===== src/rtl/pad_rd_pkg.sv =====
`timescale 1ns/1ps
package pad_rd_pkg;

  // Kind of processor access seen in a cycle
  typedef enum logic [1:0] {
    ACC_IDLE = 2'd0,
    ACC_PAD  = 2'd1,
    ACC_MISS = 2'd2
  } acc_kind_e;

  // Advance a cursor with wrap at a given limit
  function automatic int unsigned cursor_step(input int unsigned cur, input int unsigned limit);
    return (cur == limit - 1) ? 0 : cur + 1;
  endfunction

endpackage


===== src/rtl/pad_rst_sync.sv =====
`timescale 1ns/1ps
module pad_rst_sync #(
  parameter int unsigned STAGES = 2
) (
  input  logic clk,
  input  logic arst_n,
  output logic rst_sync_n
);
  logic [STAGES-1:0] chain_q;

  always_ff @(posedge clk or negedge arst_n) begin
    if (!arst_n) chain_q <= '0;
    else         chain_q <= {chain_q[STAGES-2:0], 1'b1};
  end

  assign rst_sync_n = chain_q[STAGES-1];
endmodule


===== src/rtl/pad_strobe_ctl.sv =====
`timescale 1ns/1ps
module pad_strobe_ctl (
  input  logic clk,
  input  logic rst_n,
  input  logic wr_en,
  input  logic wr_bit,
  output logic restart,
  output logic level
);
  logic level_q, level_d, level_en;

  always_comb begin
    level_en = wr_en;
    level_d  = wr_bit;
    restart  = wr_en && wr_bit && !level_q;
  end

  always_ff @(posedge clk or negedge rst_n) begin
    if (!rst_n)        level_q <= 1'b0;
    else if (level_en) level_q <= level_d;
  end

  assign level = level_q;
endmodule


===== src/rtl/pad_bit_cursor.sv =====
`timescale 1ns/1ps
module pad_bit_cursor #(
  parameter int unsigned LATCH_W = 24,
  localparam int unsigned IDX_W = $clog2(LATCH_W)
) (
  input  logic               clk,
  input  logic               rst_n,
  input  logic               adv,
  input  logic               restart,
  input  logic [LATCH_W-1:0] word,
  output logic               bit_o,
  output logic [IDX_W-1:0]   idx_o
);
  import pad_rd_pkg::*;

  logic [IDX_W-1:0] idx_q, idx_d;
  logic             idx_en;

  always_comb begin
    idx_en = adv || restart;
    if (restart) idx_d = '0;
    else         idx_d = IDX_W'(cursor_step(int'(idx_q), LATCH_W));
  end

  always_ff @(posedge clk or negedge rst_n) begin
    if (!rst_n)      idx_q <= '0;
    else if (idx_en) idx_q <= idx_d;
  end

  assign bit_o = word[idx_q];
  assign idx_o = idx_q;
endmodule


===== src/rtl/dual_pad_reader.sv =====
`timescale 1ns/1ps
module dual_pad_reader #(
  parameter int unsigned        ADDR_W    = 16,
  parameter int unsigned        DATA_W    = 8,
  parameter int unsigned        LATCH_W   = 24,
  parameter int unsigned        NPORTS    = 2,
  parameter logic [ADDR_W-1:0]  PORT_BASE = 16'h4016,
  parameter int unsigned        MARK_BIT  = 6,
  localparam int unsigned       IDX_W     = $clog2(LATCH_W)
) (
  input  logic                            clk,
  input  logic                            rst_n,
  input  logic [ADDR_W-1:0]               cpu_addr,
  input  logic                            cpu_rd,
  input  logic                            cpu_wr,
  input  logic [DATA_W-1:0]               cpu_wdata,
  input  logic [NPORTS-1:0][LATCH_W-1:0]  pad_word,
  output logic [DATA_W-1:0]               cpu_rdata
);
  import pad_rd_pkg::*;

  logic                         rst_sync_n;
  logic                         strobe_hit;
  logic                         restart;
  logic                         strobe_level;
  logic [NPORTS-1:0]            rd_hit;
  logic [NPORTS-1:0]            port_bit;
  logic [NPORTS-1:0][IDX_W-1:0] cur_idx;
  logic                         sel_bit;
  acc_kind_e                    acc_kind;
  logic [DATA_W-1:0]            rdata_q, rdata_d;
  logic                         rdata_en;

  pad_rst_sync #(.STAGES(2)) u_rst (
    .clk        (clk),
    .arst_n     (rst_n),
    .rst_sync_n (rst_sync_n)
  );

  assign strobe_hit = cpu_wr && (cpu_addr == PORT_BASE);

  pad_strobe_ctl u_stb (
    .clk     (clk),
    .rst_n   (rst_sync_n),
    .wr_en   (strobe_hit),
    .wr_bit  (cpu_wdata[0]),
    .restart (restart),
    .level   (strobe_level)
  );

  for (genvar k = 0; k < NPORTS; k++) begin : g_port
    assign rd_hit[k] = cpu_rd && (cpu_addr == ADDR_W'(PORT_BASE + ADDR_W'(k)));

    pad_bit_cursor #(.LATCH_W(LATCH_W)) u_cur (
      .clk     (clk),
      .rst_n   (rst_sync_n),
      .adv     (rd_hit[k]),
      .restart (restart),
      .word    (pad_word[k]),
      .bit_o   (port_bit[k]),
      .idx_o   (cur_idx[k])
    );
  end

  always_comb begin
    sel_bit = |(rd_hit & port_bit);
    if (!cpu_rd)       acc_kind = ACC_IDLE;
    else if (|rd_hit)  acc_kind = ACC_PAD;
    else               acc_kind = ACC_MISS;
  end

  always_comb begin
    rdata_en = 1'b0;
    rdata_d  = rdata_q;
    case (acc_kind)
      ACC_PAD: begin
        rdata_en          = 1'b1;
        rdata_d           = '0;
        rdata_d[0]        = sel_bit;
        rdata_d[MARK_BIT] = 1'b1;
      end
      ACC_MISS: begin
        rdata_en = 1'b1;
        rdata_d  = '0;
      end
      default: begin
        rdata_en = 1'b0;
        rdata_d  = rdata_q;
      end
    endcase
  end

  always_ff @(posedge clk or negedge rst_sync_n) begin
    if (!rst_sync_n)   rdata_q <= '0;
    else if (rdata_en) rdata_q <= rdata_d;
  end

  assign cpu_rdata = rdata_q;
endmodule


===== config.mk =====
export PLATFORM = sky130hd
export DESIGN_NAME = dual_pad_reader
export DESIGN_NICKNAME = d
export VERILOG_FILES = /design/src/rtl/pad_rd_pkg.sv /design/src/rtl/pad_rst_sync.sv /design/src/rtl/pad_strobe_ctl.sv /design/src/rtl/pad_bit_cursor.sv /design/src/rtl/dual_pad_reader.sv
export SDC_FILE = /design/constraint.sdc
export NUM_CORES = 1
export LEC_CHECK = 0
export ABC_AREA = 1
export BUFFER_PORTS_ARGS = -buffer_cell sky130_fd_sc_hd__buf_4
export CORE_AREA = 5 5 50 95
export CTS_CLUSTER_SIZE = 30
export DETAILED_ROUTE_END_ITERATION = 12
export DIE_AREA = 0 0 55 100
export PLACE_DENSITY = 0.76
export SLEW_MARGIN = 20
export SYNTH_ARGS = -nofsm -noshare
export SYNTH_HDL_FRONTEND = slang
export SYNTH_SLANG_ARGS = --single-unit

===== constraint.sdc =====
create_clock -name clk -period 0.8 [get_ports clk]
set_input_delay 0.04 -clock clk [delete_from_list [all_inputs] [get_ports clk]]
set_output_delay 0.04 -clock clk [all_outputs]
set_load 0.05 [all_outputs]

# Word-level counts from Yosys, hierarchy flattened
# Index checks and enable logic that the tools add are counted.
totals:
  elab_cells: 41
  out_inout_bits: 8
  regBits: 21
op_classes:
  bitwise: 1
  muxes: 12
  n_lt_le_gt_ge: 2
  addsub: 2
  n_reduce_logical: 13
  n_eq_ne: 6
ops:
  columns: ["cell", "count"]
  rows:
  - ["16-bit by 15-bit == test with 1-bit output, second input constant", 2]
  - ["5-bit 2-to-1 mux", 4]
  - ["8-bit case mux with 2 select lines", 1]
  - ["5-bit by 6-bit less-than comparator with 1-bit output, second input constant", 2]
  - ["5-bit by 1-bit adder with 5-bit output, second input constant", 2]
  - ["1-bit binary-select mux with 5-bit select", 2]
  - ["5-bit == test, second input constant", 2]
  - ["2-bit OR reduction", 3]
  - ["1-bit logical AND", 5]
  - ["2-bit 2-to-1 mux", 2]
  - ["1-bit 2-to-1 mux", 3]
  - ["2-bit AND", 1]
  - ["2-bit by 1-bit == test with 1-bit output, second input constant", 1]
  - ["2-bit == test, second input constant", 1]
  - ["1-bit logical OR", 2]
  - ["2-bit AND reduction", 1]
  - ["2-bit nonzero test", 1]
  - ["1-bit logical NOT", 1]

# Logic depth before layout (Yosys ltp)
# Gate-level depths: netlist of the first run.
depth:
  depth_word: 9
  mapped_depth: 13
  ltp_nobuf: 11

# Cells and area by module
# A second synthesis of the first run with hierarchy kept.
unflattened:
  cells_unflattened: 265
  area_unflattened_um2: 1507.7
by_module_without_submodules:
  columns: ["module", "area_per_inst_um2", "instances", "cells_each", "seq_area_each_um2"]
  rows:
  - ["pad_bit_cursor (g_port[0].u_cur)", 581.8, 1, 105, 125.1]
  - ["pad_bit_cursor (g_port[1].u_cur)", 543.0, 1, 98, 125.1]
  - ["dual_pad_reader", 282.8, 1, 53, 50.0]
  - ["pad_rst_sync", 53.8, 1, 3, 50.0]
  - ["pad_strobe_ctl", 46.3, 1, 6, 25.0]

# Worst setup path before layout of the first run
# OpenSTA, ideal clock, no wires.
synth_path:
  path_type: "register -> register"
  startpoint: "register g_port[1].u_cur.idx_q[0]"
  endpoint: "register rdata_q[0], in the netlist cpu_rdata[0]"
  period_less_slack_ns: 1.284
  arrival_time_ns: 1.159
  path_slack_ns: -0.484
  path_stages_with_launch: 11
  t_required_ns: 0.675
  n_path_buf: 2
  cell_sequence: "dfrtp_1 > buf_4 > buf_4 > nor2_1 > nor2_1 > o21ai_0 > nand3_1 > nand4_1 > nand2_1 > nand2_1 > nand3_1"
synth_via:
  elab_chain_cells: 5
synth_rtl:
  columns: ["item", "line_no", "rtl"]
  rows:
  - ["start, declared", "pad_bit_cursor.sv:16", "logic [IDX_W-1:0] idx_q, idx_d;"]
  - ["start signal, assigned", "pad_bit_cursor.sv:27", "else if (idx_en) idx_q <= idx_d;"]
  - ["1-bit binary-select mux with 5-bit select", "pad_bit_cursor.sv:30", "assign bit_o = word[idx_q];"]
  - ["1-bit 2-to-1 mux (not written as such)", "pad_bit_cursor.sv:30", null]
  - ["2-bit AND", "dual_pad_reader.sv:66", "sel_bit = |(rd_hit & port_bit);"]
  - ["2-bit OR reduction", "dual_pad_reader.sv:66", null]
  - ["8-bit case mux with 2 select lines", "dual_pad_reader.sv:75", "case (acc_kind)"]
  - ["end signal, assigned", "dual_pad_reader.sv:95", "else if (rdata_en) rdata_q <= rdata_d;"]
  - ["end, declared", "dual_pad_reader.sv:31", "logic [DATA_W-1:0] rdata_q, rdata_d;"]
# No other way between the ends. The select of a mux whose other input is x is not followed.
# A chain may end at the register's enable or synchronous reset.

# Worst setup path in the final report of the first run
layout_path:
  startpoint: "register g_port[0].u_cur.idx_q[0]"
  endpoint: "register rdata_q[0], in the netlist cpu_rdata[0]"
layout_via:
  elab_chain_cells: 5
layout_rtl:
  columns: ["item", "line_no"]
  rows:
  - ["start, declared", "pad_bit_cursor.sv:16"]
  - ["start signal, assigned", "pad_bit_cursor.sv:27"]
  - ["1-bit binary-select mux with 5-bit select", "pad_bit_cursor.sv:30"]
  - ["1-bit 2-to-1 mux (not written as such)", "pad_bit_cursor.sv:30"]
  - ["2-bit AND", "dual_pad_reader.sv:66"]
  - ["2-bit OR reduction", "dual_pad_reader.sv:66"]
  - ["8-bit case mux with 2 select lines", "dual_pad_reader.sv:75"]
# No other way between the ends. The select of a mux whose other input is x is not followed.

==> flow_metrics.env, run 1 <==
export IMPL_clk_latency_ps=260
export IMPL_grt_max_degree=15
export IMPL_first_global_vias=1813
export IMPL_cp_end_kind="flip-flop"
export IMPL_setup_violations=13
export IMPL_n_antenna_cell=0
export IMPL_core_area_mm2=0.003884
export IMPL_utilization_pct=65.17
export IMPL_start_kind="flip-flop"
export IMPL_ys_flop_type="dfrtp_1"
export IMPL_cp_data_required_time_ps=940
export IMPL_synth_edf_count=0
export IMPL_nets=442
export IMPL_die_y_um=100
export IMPL_syn_area_per_cell_um2=5.929
export IMPL_htreeDepth=1
export IMPL_path_class="reg2reg"
export IMPL_routed_wl_um=4694
export IMPL_path_cells="buf_6 -> nor2_1 -> nor2_1 -> o21ai_1 -> o21ai_1 -> nand3_1 -> nand2_1 -> clkinv_1 -> nand2_1 -> nand2_1 -> nand3_1"
export IMPL_slowest_delay_ps=460
export IMPL_synth_async_reset_ratio_pct=100.0
export IMPL_cts_tree="yes"
export IMPL_cts_sinks=15
export IMPL_dr_first_iter_drc_count=36
export IMPL_ant_nets=0
export IMPL_final_cell_mix="buf_4, nand2_1, inv_1, nand3_1, nor2_1"
export IMPL_io_buffer_count=70
export IMPL_route_detailed_drc=0
export IMPL_synth_cells=260
export IMPL_final_common_cell="buf_4"
export IMPL_hold_slack_ps=8.428
export IMPL_vdd_drop_max_uv=920.1
export IMPL_status="complete, but fails checks"
export IMPL_syn_area_mm2=0.001541
export IMPL_worstPathMaxFanout=6
export IMPL_dieArea_mm2=0.005500
export IMPL_clockBufferDepth=2
export IMPL_finalHoldViolations=0
export IMPL_cp_slowest_cell="dfrtp_2"
export IMPL_skew_ps=2.804
export IMPL_ys_seq_area_share_pct=24.35
export IMPL_ys_ff_latch=15
export IMPL_row_count=32
export IMPL_rsz0062_at_grt="true"
export IMPL_synth_warning_count=0
export IMPL_hp_class="in2reg"
export IMPL_hpwlAfterDp_um=3647
export IMPL_tns_ps=-4701
export IMPL_grt_overflow_total=0
export IMPL_antenna_found_initial=0
export IMPL_total_leakage_power_uw=0.001374
export IMPL_postLayoutCellArea_mm2=0.002531
export IMPL_grt_usage_pct=16.66
export IMPL_critPathMostFrequentCell="nand2_1"
export IMPL_powerDensity_mw_per_mm2=761.2
export IMPL_violations="negative setup slack"
export IMPL_firstDrtPassIters=6
export IMPL_drv_slew=0
export IMPL_io_pins=84
export IMPL_vias=1953
export IMPL_area_growth_synth_to_final_pct=64.20
export IMPL_grt_pass1_wl_um=7017
export IMPL_root_buffer="clkbuf_8"
export IMPL_arrival_ps=1480
export IMPL_drive_gt1_share_pct=43.25
export IMPL_synth_cell_type_count=29
export IMPL_place_area_mm2=0.002311
export IMPL_wire_per_inst_um=11.34
export IMPL_fmax_mhz=750.6
export IMPL_pre_cts_slack_ps=-574.0
export IMPL_numCtsBuffers=3
export IMPL_finalCritPeriodShare_pct=166.5
export IMPL_layout_min_cycle_time_ps=1332
export IMPL_cap_violations=0
export IMPL_clk_pin_slew_ps=70
export IMPL_gp_congestion=0.8705
export IMPL_finalWorstSetupSlack_ps=-532.3
export IMPL_start_util_pct=39.69
export IMPL_viasPerCell=4.717
export IMPL_die_x_um=55
[power breakdown]
group	total (uW)	switching, uW	internal [uW]
sequential	772	4.52	768
combinational	510	226	284
clock	644	298	346
[through the flow]
stage | power (uW) | std cells
finish | 1927 | 414
global route | 2011 | 414
CTS | 1921 | 414
detailed placement | 1275 | 406
global placement | 1268 | 406
floorplan | 999.6 | 265
[kinds of logic (layout without fill, tap and decap cells)]
family          after synthesis  count (layout)  synth area share (%)
compound gates               28              28                 9.741
xor+xnor                      2               2                 1.137
fa+ha+maj                     2               2                 1.623
buf+inv                      60             158                 17.86
flops                        15              15                 24.35
other cells                   2               7                0.4872
simple gates                151             151                 44.81
[cells in the mapped netlist (3+ instances only)]
| master | number | area (um2) |
|---|---|---|
| inv_2 | 3 | 11.26 |
| nor2_1 | 32 | 120.1 |
| nor3_1 | 3 | 15.01 |
| inv_1 | 44 | 165.2 |
| o21ai_0 | 14 | 70.07 |
| nand3_1 | 30 | 150.1 |
| o21ai_1 | 7 | 35.03 |
| dfrtp_1 | 15 | 375.4 |
| nand4_1 | 8 | 50.05 |
| nor2_2 | 3 | 18.77 |
| buf_4 | 9 | 67.56 |
| nor2_4 | 3 | 33.78 |
| a21oi_1 | 3 | 15.01 |
| nand2_1 | 67 | 251.5 |
[final timing paths]
check                                         startpoint                        to  slack, ps  cells after the start
worst max-delay path            g_port[0].u_cur.idx_o[0]              cpu_rdata[0]       -530                     11
worst min-delay path                              cpu_rd              cpu_rdata[6]          8                      2
worst max register to register  g_port[0].u_cur.idx_o[0]              cpu_rdata[0]       -530                     11
worst min register to register          u_rst.chain_q[1]  g_port[0].u_cur.idx_o[1]        170                      1
max in group asynchronous               u_rst.chain_q[1]  g_port[1].u_cur.idx_o[0]        440                      1
min in group asynchronous                          rst_n          u_rst.chain_q[0]        100                      2
[routing by layer]
layer  vias to the layer above  global-route usage (%)  routed length [um]
li1                       1004                       -                   -
met1                       879                   16.90                1593
met2                        63                   31.48                2724
met5                         -                       0                   0
met4                         0                   6.367                  68
met3                         7                   2.526                 307
[area by class of cell]
cell class / count / area (um2)
Fill cell: 381 / 1353
Multi-Input combinational cell: 190 / 1012
Timing Repair Buffer: 106 / 839.6
Sequential cell: 15 / 381.6
Inverter: 48 / 187.7
Tap cell: 51 / 63.81
Clock buffer: 3 / 41.29
Clock inverter: 1 / 5.005
[state kept, by name, indices dropped and copies added, names as in the netlist]
register            flops
cpu_rdata               2
g_port.u_cur.idx_o     10
u_rst.chain_q           2
u_stb.level             1
[critical path, delay by kind of cell (launching register included)]
kind	cells	cell delay, ps
buffers and inverters	2	190
DFF	1	460
AOI/OAI and AO/OA	2	150
and+or+nand+nor	7	420
[what timing repair did]
item / in CTS / in global routing
pin swaps: 10 / 7
cloned: 1 / 0
hold buffers: 1 / 0
setup endpoints to repair: 13 / 15
gates resized for setup: 24 / 28
endpoints found under the hold margin: 2 / 0
setup buffers: 2 / 1
(Power assumes the default switching activity.)
==> run 2: changes to the inputs <==
==> constraint.sdc (replaced) <==
create_clock -name clk -period 1.1 [get_ports clk]
set_input_delay 0.055 -clock clk [delete_from_list [all_inputs] [get_ports clk]]
set_output_delay 0.055 -clock clk [all_outputs]
set_load 0.05 [all_outputs]
==> flow_metrics.env, run 2 (synthesis gave the netlist of run 1 again) <==
export IMPL_status="complete, but fails checks"
export IMPL_violations="negative setup slack"
export IMPL_worstPathMaxFanout=6
export IMPL_place_area_mm2=0.002270
export IMPL_ant_nets=0
export IMPL_rr_worst_depth=11
export IMPL_arrival_ps=1530
export IMPL_worst_hold_startpoint="cpu_rd"
export IMPL_multi_input_area_um2=998.5
export IMPL_hold_end="cpu_rdata[6]"
export IMPL_hpwlAfterDp_um=3601
export IMPL_routed_wl_um=4600
export IMPL_hold_slack_ps=22.83
export IMPL_r2r_start="g_port[0].u_cur.idx_o[0]"
export IMPL_p_sw_uw=359.5
export IMPL_grt_usage_pct=16.52
export IMPL_final_cell_mix="buf_4, nand2_1, inv_1, nand3_1, nor2_1"
export IMPL_die_y_um=100
export IMPL_route_detailed_drc=0
export IMPL_wire_per_inst_um=11.19
export IMPL_cap_violations=0
export IMPL_cts_sinks=15
export IMPL_hp_class="in2reg"
export IMPL_area_growth_synth_to_final_pct=59.74
export IMPL_n_antenna_cell=0
export IMPL_path_cells="buf_6 -> nor2_4 -> nor2_1 -> o21ai_1 -> o21ai_1 -> nand3_1 -> nand2_2 -> inv_2 -> nand2_1 -> nand2_1 -> nand3_1"
export IMPL_core_area_mm2=0.003884
export IMPL_root_buffer="clkbuf_8"
export IMPL_layout_min_cycle_time_ps=1389
export IMPL_first_global_vias=1781
export IMPL_io_pins=84
export IMPL_largest_reg_flops=10
export IMPL_total_leakage_power_uw=0.001350
export IMPL_whs_path_depth=2
export IMPL_path_buf_inv=2
export IMPL_nets=439
export IMPL_finalWorstSetupSlack_ps=-289.1
export IMPL_tightest_slew_ps=543.1
export IMPL_p_int_uw=1010
export IMPL_cp_end_kind="flip-flop"
export IMPL_start_kind="flip-flop"
export IMPL_path_class="reg2reg"
export IMPL_gp_congestion=0.8503
export IMPL_drv_slew=0
export IMPL_final_common_cell="buf_4"
export IMPL_power_frac_seq_pct=41.6
export IMPL_rrSetupSlack_ps=-290
export IMPL_crit_family="flip-flops"
export IMPL_pre_cts_slack_ps=-277.7
export IMPL_power_switching_share_pct=26.24
export IMPL_vdd_drop_max_uv=789.2
export IMPL_slowest_delay_ps=470
export IMPL_skew_ps=4.387
export IMPL_powerDensity_mw_per_mm2=556.3
export IMPL_clk_latency_ps=250
export IMPL_utilization_pct=63.40
export IMPL_finalHoldViolations=0
export IMPL_finalCritPeriodShare_pct=126.3
export IMPL_seq_area_um2=379.1
export IMPL_drive_gt1_share_pct=39.72
export IMPL_vias=1944
export IMPL_viasPerCell=4.730
export IMPL_rsz0062_at_grt="true"
export IMPL_fin_cells=411
export IMPL_setup_violations=10
export IMPL_max_slew_margin_rel_pct=63.80
export IMPL_p_clk_share_pct=33.2
export IMPL_grt_pass1_wl_um=7031
export IMPL_postLayoutCellArea_mm2=0.002462
export IMPL_row_count=32
export IMPL_dieArea_mm2=0.005500
export IMPL_clockBufferDepth=2
export IMPL_dr_first_iter_drc_count=32
export IMPL_grt_overflow_total=0
export IMPL_antenna_found_initial=0
export IMPL_firstDrtPassIters=4
export IMPL_grt_max_degree=15
export IMPL_r2r_end="cpu_rdata[0]"
export IMPL_comb_power_share_pct=25.3
export IMPL_cp_slowest_cell="dfrtp_2"
export IMPL_die_x_um=55
export IMPL_io_buffer_count=70
export IMPL_placedCellCount=402
export IMPL_fmax_mhz=719.9
export IMPL_numCtsBuffers=3
export IMPL_cp_data_required_time_ps=1240
export IMPL_clk_pin_slew_ps=60
export IMPL_htreeDepth=1
export IMPL_cts_tree="yes"
export IMPL_start_util_pct=39.69
export IMPL_crit_cells=11
export IMPL_n_fill_cell=370
## run 2: worst max path at each step
stage	from	end	slack [ps]
after CTS	g_port[0].u_cur.idx_o[0]	cpu_rdata[0]	-250
final	g_port[0].u_cur.idx_o[0]	cpu_rdata[0]	-290
after global placement	g_port[0].u_cur.idx_o[0]	cpu_rdata[0]	-230
after detailed placement	g_port[1].u_cur.idx_o[0]	cpu_rdata[0]	-280
after global routing	g_port[0].u_cur.idx_o[0]	g_port[0].u_cur.idx_o[3]	-410
after floorplan	g_port[1].u_cur.idx_o[0]	cpu_rdata[0]	-140
## run 2: metrics by stage
stage / setup TNS (ps) / power [uW]
CTS: -1436 / 1375
global placement: -1452 / 914.9
global route: -2846 / 1425
floorplan: -592.4 / 725.1
finish: -1997 / 1370
detailed placement: -1777 / 917.6
## run 2: layout make-up
cell class | count | share of cell area [%]
tap | 51 | 2.591
sequential | 15 | 15.40
clock buffer | 4 | 1.829
timing repair buffer | 103 | 31.91
multi-input combinational | 190 | 40.55
inverter | 48 | 7.724
## run 2: repair_timing
item | in CTS | in global routing
hold buffers | 1 | 0
gates resized for setup | 12 | 27
gates cloned | 1 | 1
setup endpoints to repair | 10 | 11
pin swaps | 6 | 7
endpoints found under the hold margin | 2 | 0
setup buffers | 0 | 2
## run 2: metal layers
layer	GRT usage, %	vias up	routed length (um)
met1	18.31	870	1633
met5	0	-	0
li1	-	1001	-
met2	30.84	62	2608
met3	0.8915	11	243
met4	5.993	0	114
## run 2: power by group through the flow
stage | Sequential (uW) | Combinational (uW) | Clock (uW)
2_1_floorplan | 586 | 139 | 0
3_3_place_gp | 580 | 335 | 0
5_1_grt | 572 | 380 | 474
3_5_place_dp | 580 | 337 | 0
6_report | 570 | 346 | 454
4_1_cts | 570 | 342 | 463
